## config.mk

```make
export PLATFORM = sky130hd
export DESIGN_NAME = rxq_irq_ctrl
export DESIGN_NICKNAME = d
export VERILOG_FILES = /design/src/rtl/rxq_pkg.sv /design/src/rtl/rxq_store.sv /design/src/rtl/rxq_idle_timer.sv /design/src/rtl/rxq_status.sv /design/src/rtl/rxq_irq_ctrl.sv
export SDC_FILE = /design/constraint.sdc
export NUM_CORES = 1
export LEC_CHECK = 0
export ABC_AREA = 1
export BUFFER_PORTS_ARGS = -buffer_cell sky130_fd_sc_hd__buf_2
export CORE_AREA = 2 2 123 125
export CTS_CLUSTER_SIZE = 14
export DETAILED_ROUTE_END_ITERATION = 8
export DIE_AREA = 0 0 125 127
export PLACE_DENSITY = 0.77
export SYNTH_ARGS = -nofsm -noshare
export SYNTH_HDL_FRONTEND = slang
export SYNTH_SLANG_ARGS = --single-unit
```

## constraint.sdc

```tcl
create_clock -name clk -period 4.3 [get_ports clk]
set_input_delay 0.215 -clock clk [delete_from_list [all_inputs] [get_ports clk]]
set_output_delay 0.215 -clock clk [all_outputs]
set_load 0.02 [all_outputs]
```

## src/rtl/rxq_pkg.sv

```systemverilog
package rxq_pkg;
  // Entry layout: flags above the character; the reader decodes these bits.
  typedef struct packed {
    logic       ferr;
    logic       perr;
    logic       brk;
    logic [7:0] ch;
  } rxq_word_t;

  localparam int WORD_W = $bits(rxq_word_t);

  // Status bit positions; shared with the mask.
  localparam int ST_OVR  = 0;
  localparam int ST_THR  = 1;
  localparam int ST_IDLE = 2;
  localparam int ST_NE   = 3;
  localparam int ST_W    = 4;
endpackage

```

## src/rtl/rxq_store.sv

```systemverilog
module rxq_store
  import rxq_pkg::*;
#(
  parameter int DEPTH = 16,
  localparam int AW = (DEPTH > 1) ? $clog2(DEPTH) : 1,
  localparam int LW = $clog2(DEPTH + 1)
) (
  input  logic            clk,
  input  logic            rst_n,
  input  logic            flush,
  input  logic            wr_en,
  input  rxq_word_t       wr_word,
  input  logic            rd_en,
  output rxq_word_t       rd_word,
  output logic [LW-1:0]   level,
  output logic            empty,
  output logic            full
);
  localparam logic [AW-1:0] LAST = AW'(DEPTH - 1);
  localparam logic [LW-1:0] FULL_LVL = LW'(DEPTH);

  rxq_word_t     mem [DEPTH];
  logic [AW-1:0] wr_ptr, rd_ptr;
  logic [LW-1:0] cnt;

  function automatic logic [AW-1:0] bump(input logic [AW-1:0] p);
    return (p == LAST) ? '0 : p + 1'b1;
  endfunction

  always_ff @(posedge clk) begin
    if (wr_en && !flush) mem[wr_ptr] <= wr_word;
  end

  always_ff @(posedge clk or negedge rst_n) begin
    if (!rst_n) begin
      wr_ptr <= '0;
      rd_ptr <= '0;
      cnt    <= '0;
    end else if (flush) begin
      wr_ptr <= '0;
      rd_ptr <= '0;
      cnt    <= '0;
    end else begin
      if (wr_en) wr_ptr <= bump(wr_ptr);
      if (rd_en) rd_ptr <= bump(rd_ptr);
      case ({wr_en, rd_en})
        2'b10:   cnt <= cnt + 1'b1;
        2'b01:   cnt <= cnt - 1'b1;
        default: cnt <= cnt;
      endcase
    end
  end

  assign rd_word = mem[rd_ptr];
  assign level   = cnt;
  assign empty   = (cnt == '0);
  assign full    = (cnt == FULL_LVL);
endmodule

```

## src/rtl/rxq_idle_timer.sv

```systemverilog
module rxq_idle_timer #(
  parameter int BITS_PER_CHAR = 10,
  parameter int LIM_W = 4,
  localparam int BW = (BITS_PER_CHAR > 1) ? $clog2(BITS_PER_CHAR) : 1
) (
  input  logic             clk,
  input  logic             rst_n,
  input  logic             restart,
  input  logic             hold,
  input  logic             bit_tick,
  input  logic [LIM_W-1:0] limit,
  output logic             expired
);
  localparam logic [BW-1:0]    BIT_LAST = BW'(BITS_PER_CHAR - 1);
  localparam logic [LIM_W-1:0] CHAR_MAX = '1;

  logic [BW-1:0]    bit_cnt;
  logic [LIM_W-1:0] char_cnt;

  always_ff @(posedge clk or negedge rst_n) begin
    if (!rst_n) begin
      bit_cnt  <= '0;
      char_cnt <= '0;
    end else if (restart || hold) begin
      bit_cnt  <= '0;
      char_cnt <= '0;
    end else if (bit_tick) begin
      if (bit_cnt == BIT_LAST) begin
        bit_cnt <= '0;
        if (char_cnt != CHAR_MAX) char_cnt <= char_cnt + 1'b1;
      end else begin
        bit_cnt <= bit_cnt + 1'b1;
      end
    end
  end

  assign expired = (limit != '0) && (char_cnt >= limit);
endmodule

```

## src/rtl/rxq_status.sv

```systemverilog
module rxq_status
  import rxq_pkg::*;
#(
  parameter int LW = 5
) (
  input  logic            clk,
  input  logic            rst_n,
  input  logic            flush,
  input  logic            drop,
  input  logic [LW-1:0]   level,
  input  logic [LW-1:0]   thr,
  input  logic            idle_hit,
  input  logic            empty,
  input  logic [ST_W-1:0] mask,
  output logic [ST_W-1:0] status,
  output logic            irq
);
  logic ovr_q;

  always_ff @(posedge clk or negedge rst_n) begin
    if (!rst_n)     ovr_q <= 1'b0;
    else if (flush) ovr_q <= 1'b0;
    else if (drop)  ovr_q <= 1'b1;
  end

  always_comb begin
    status          = '0;
    status[ST_OVR]  = ovr_q;
    status[ST_THR]  = (level >= thr);
    status[ST_IDLE] = idle_hit && !empty;
    status[ST_NE]   = !empty;
  end

  assign irq = |(status & mask);
endmodule

```

## src/rtl/rxq_irq_ctrl.sv

```systemverilog
module rxq_irq_ctrl
  import rxq_pkg::*;
#(
  parameter int DEPTH = 16,
  parameter int BITS_PER_CHAR = 10,
  parameter int LIM_W = 4,
  localparam int LW = $clog2(DEPTH + 1)
) (
  input  logic              clk,
  input  logic              rst_n,
  input  logic              in_valid,
  input  logic [7:0]        in_char,
  input  logic              in_brk,
  input  logic              in_perr,
  input  logic              in_ferr,
  input  logic              bit_tick,
  output logic              out_valid,
  input  logic              out_ready,
  output logic [WORD_W-1:0] out_word,
  input  logic              fifo_flush,
  input  logic [LW-1:0]     thr_level,
  input  logic [LIM_W-1:0]  idle_limit,
  input  logic [ST_W-1:0]   irq_mask,
  output logic [ST_W-1:0]   irq_status,
  output logic [LW-1:0]     fill_level,
  output logic              irq
);
  rxq_word_t     wr_word, rd_word;
  logic          empty, full, pop, push, drop, idle_hit;
  logic [LW-1:0] level;

  assign wr_word = '{ferr: in_ferr, perr: in_perr, brk: in_brk, ch: in_char};

  // A read frees a slot in the same cycle, so a full queue still takes a write.
  assign pop  = out_ready && !empty && !fifo_flush;
  assign push = in_valid && !fifo_flush && (!full || pop);
  assign drop = in_valid && !fifo_flush && full && !pop;

  rxq_store #(.DEPTH(DEPTH)) u_store (
    .clk     (clk),
    .rst_n   (rst_n),
    .flush   (fifo_flush),
    .wr_en   (push),
    .wr_word (wr_word),
    .rd_en   (pop),
    .rd_word (rd_word),
    .level   (level),
    .empty   (empty),
    .full    (full)
  );

  rxq_idle_timer #(.BITS_PER_CHAR(BITS_PER_CHAR), .LIM_W(LIM_W)) u_idle (
    .clk      (clk),
    .rst_n    (rst_n),
    .restart  (push || pop || fifo_flush),
    .hold     (empty),
    .bit_tick (bit_tick),
    .limit    (idle_limit),
    .expired  (idle_hit)
  );

  rxq_status #(.LW(LW)) u_status (
    .clk      (clk),
    .rst_n    (rst_n),
    .flush    (fifo_flush),
    .drop     (drop),
    .level    (level),
    .thr      (thr_level),
    .idle_hit (idle_hit),
    .empty    (empty),
    .mask     (irq_mask),
    .status   (irq_status),
    .irq      (irq)
  );

  assign out_valid  = !empty;
  assign out_word   = rd_word;
  assign fill_level = level;
endmodule

```

==> results.cfg <==
[critical_path]
crit_family = buffers and inverters
criticalPathCategory = reg2out
crit_top_cell = nand2_1
crit_path_start_kind = flop
cpMaxStageDelayCell = dfrtp_1
path_buf_inv = 3
cp-end-kind = primary output
path_cells = inv_1 > nand2_1 > clkinv_1 > nand3_1 > nand4_1 > nand2_1 > buf_2
crit_fanout = 26
worstPathRequired_ps = 4090
worstPathArrival_ps = 3470
crit_path_max_incr_delay_ps = 870

[routing]
vias_per_cell = 6.277
drc = 0
num_vias = 5944
drtAntennaViolNets = 0
wl_per_cell_um = 21.81
dr.first_iter.drc_count = 865
drt-pass1-iter-count = 5
wl_um = 20650

[die]
row_count = 44
pin_count = 52
die-area_um2 = 15880
die_w_um = 125
initial_core_util = 0.5904
core-area_um2 = 14420
die_h_um = 127

[clock_network]
insertion_delay_ps = 430
cts_root_buffer = clkbuf_16
clockBufferDepth = 2
cts_max_level = 4
cts_tree = built
path_clk_slew_ps = 70
clock_sinks = 198
numCtsBuffers = 17

[synth]
synthCells = 708
ys_types = 43
seq_area_frac_synth = 0.6853
synthTopCellsByArea = edfxtp_1, dfrtp_1, nand2_1
synth_warnings = 0
syn_area_um2 = 8516
synth_top_area_share = 0.6206
yosys.area.top_type = edfxtp_1
synth_seq_cells = 198
avgSynthCellArea_um2 = 12.03
synthesis.nets = 757

[layout]
nNetsFinal = 799
postLayoutCoreUtil = 0.6587
syn_to_final_growth_pct = 11.58
layout_common_cells = edfxtp_1, nand2_1, nor2_1, o21ai_0, buf_2
antennaDiodeCount = 0
final_common_cell = edfxtp_1
drive_gt1_frac = 0.1442

[grt]
grt_overflow = 0
first_global_vias = 5975
grt_max_degree = 91
antenna_found_initial = 0
grt_pass1_wl_um = 32350
track_usage = 0.2690

[placed_design]
gp_congestion = 0.9273
dp_hpwl_um = 13400
port_buffers = 51

[timing]
finalHoldViolCount = 0
fin_skew_ps = 8.377
rsz0062_at_grt = false
fin_crit_sh = 0.8577
setup-violations-final = 0
final.min_clock_period_ps = 3688
finalSetupTns_ps = 0
final_max_slew_viol_count = 0
relSlewSlack = 0.2190
max_freq_ghz = 0.2711
worstMarginPinSlew_ps = 1167

[power]
power_w = 0.004274
peakVddDrop_mv = 0.2913
p_leak_nw = 3.544
p_per_area_nw_per_um2 = 449.9

[hold_path]
hold_class = in2reg

[run_status]
status = complete, no violations

[run]
max_cap_viol_count = 0
==> report_power, final <==
group	internal, W	leakage, nW	switching, W	total [W]
clock	0.000871	0.280	0.000721	0.00159
sequential	0.00211	1.89	0.0000265	0.00214
combinational	0.000147	1.38	0.000396	0.000542
==> kinds of logic (layout without fill, tap and decap cells) <==
logic type               count (synthesis)  count (layout)  share of synthesized area
flip-flops                             198             198                     0.6853
XOR/XNOR                                 5               5                   0.005142
adder cells (fa/ha/maj)                 19              19                    0.02792
AO/OA/AOI/OAI                          151             151                     0.1090
buffers and inverters                   77             132                    0.03658
AND/OR/NAND/NOR                        258             258                     0.1361
==> worst paths after layout <==
path	from	to	slack (ps)	cells past startpoint
worst min register to register	u_idle.bit_cnt[0]	u_idle.bit_cnt[0]	560	1
worst max register to register	u_store.level[4]	u_store.mem[14][3]	1590	8
max in group asynchronous	rst_n	u_store.rd_ptr[0]	3600	2
min in group asynchronous	rst_n	u_idle.char_cnt[1]	300	2
worst max-delay path	u_store.rd_ptr[1]	out_word[1]	610	7
worst min-delay path	bit_tick	u_idle.bit_cnt[0]	60	2
==> cells in the mapped netlist, drive strengths merged <==
master / instances
o22ai: 16
o32ai: 1
xnor2: 1
edfxtp: 176
ha: 19
o211ai: 2
a221oi: 11
nor3: 3
o21a: 1
inv: 43
clkinv: 1
clkbuf: 28
a21oi: 30
o21ai: 69
dfrtp: 22
and3: 1
buf: 4
nand3: 37
a211oi: 2
a21boi: 1
bufinv: 1
nand4: 15
o21bai: 3
nand2: 122
nor2: 80
o221ai: 11
a31oi: 3
o41ai: 1
xor2: 4
==> worst reg2reg max path, cell delays in order (launching register included) <==
cell	delay, ps
dfrtp_1	480
inv_1	130
nand3_4	160
nand3_4	140
nand2_2	150
nor2_4	60
nor2_8	140
nand2_1	170
nor2_1	910
==> registers in the layout, indices dropped and copies added, names as in the netlist <==
signal,cells
u_store.mem,176
u_store.level,5
u_idle.bit_cnt,4
u_idle.char_cnt,4
u_store.rd_ptr,4
u_store.wr_ptr,4
u_status.ovr_q,1
==> through the flow <==
stage / cells / hold WS [ps] / cell area (µm²) / setup WS, ps
3_3_place_gp: 914 / 220.8 / 8896 / 1338
6_report: 947 / 61.63 / 9502 / 611.9
2_1_floorplan: 708 / -80.59 / 8516 / 2027
5_1_grt: 947 / 70.37 / 9502 / 444.4
3_5_place_dp: 914 / 232.9 / 8896 / 1161
4_1_cts: 947 / 55.74 / 9502 / 665.5
==> what timing repair did <==
| item | 4_1_cts | 5_1_grt |
|---|---|---|
| resized for setup | 0 | 0 |
| hold buffers | 1 | 0 |
| buffers inserted | 0 | 0 |
| endpoints found under the hold margin | 22 | 0 |
==> layer usage <==
| layer | GRT usage | share of wire | vias to the layer above |
|---|---|---|---|
| met5 | 0 | 0 | - |
| met4 | 0.1150 | 0.036 | 0 |
| met3 | 0.06030 | 0.098 | 58 |
| met2 | 0.4504 | 0.49 | 379 |
| met1 | 0.3426 | 0.38 | 2856 |
| li1 | - | - | 2651 |
==> layout make-up <==
cell class | count | area [µm²]
Sequential cell | 198 | 5837
Fill cell | 1052 | 4922
Multi-Input combinational cell | 433 | 2369
Clock buffer | 17 | 425.4
Timing Repair Buffer | 55 | 287.8
Tap cell | 184 | 230.2
Inverter | 45 | 182.7
Clock inverter | 15 | 170.2
(Power assumes the default switching activity.)
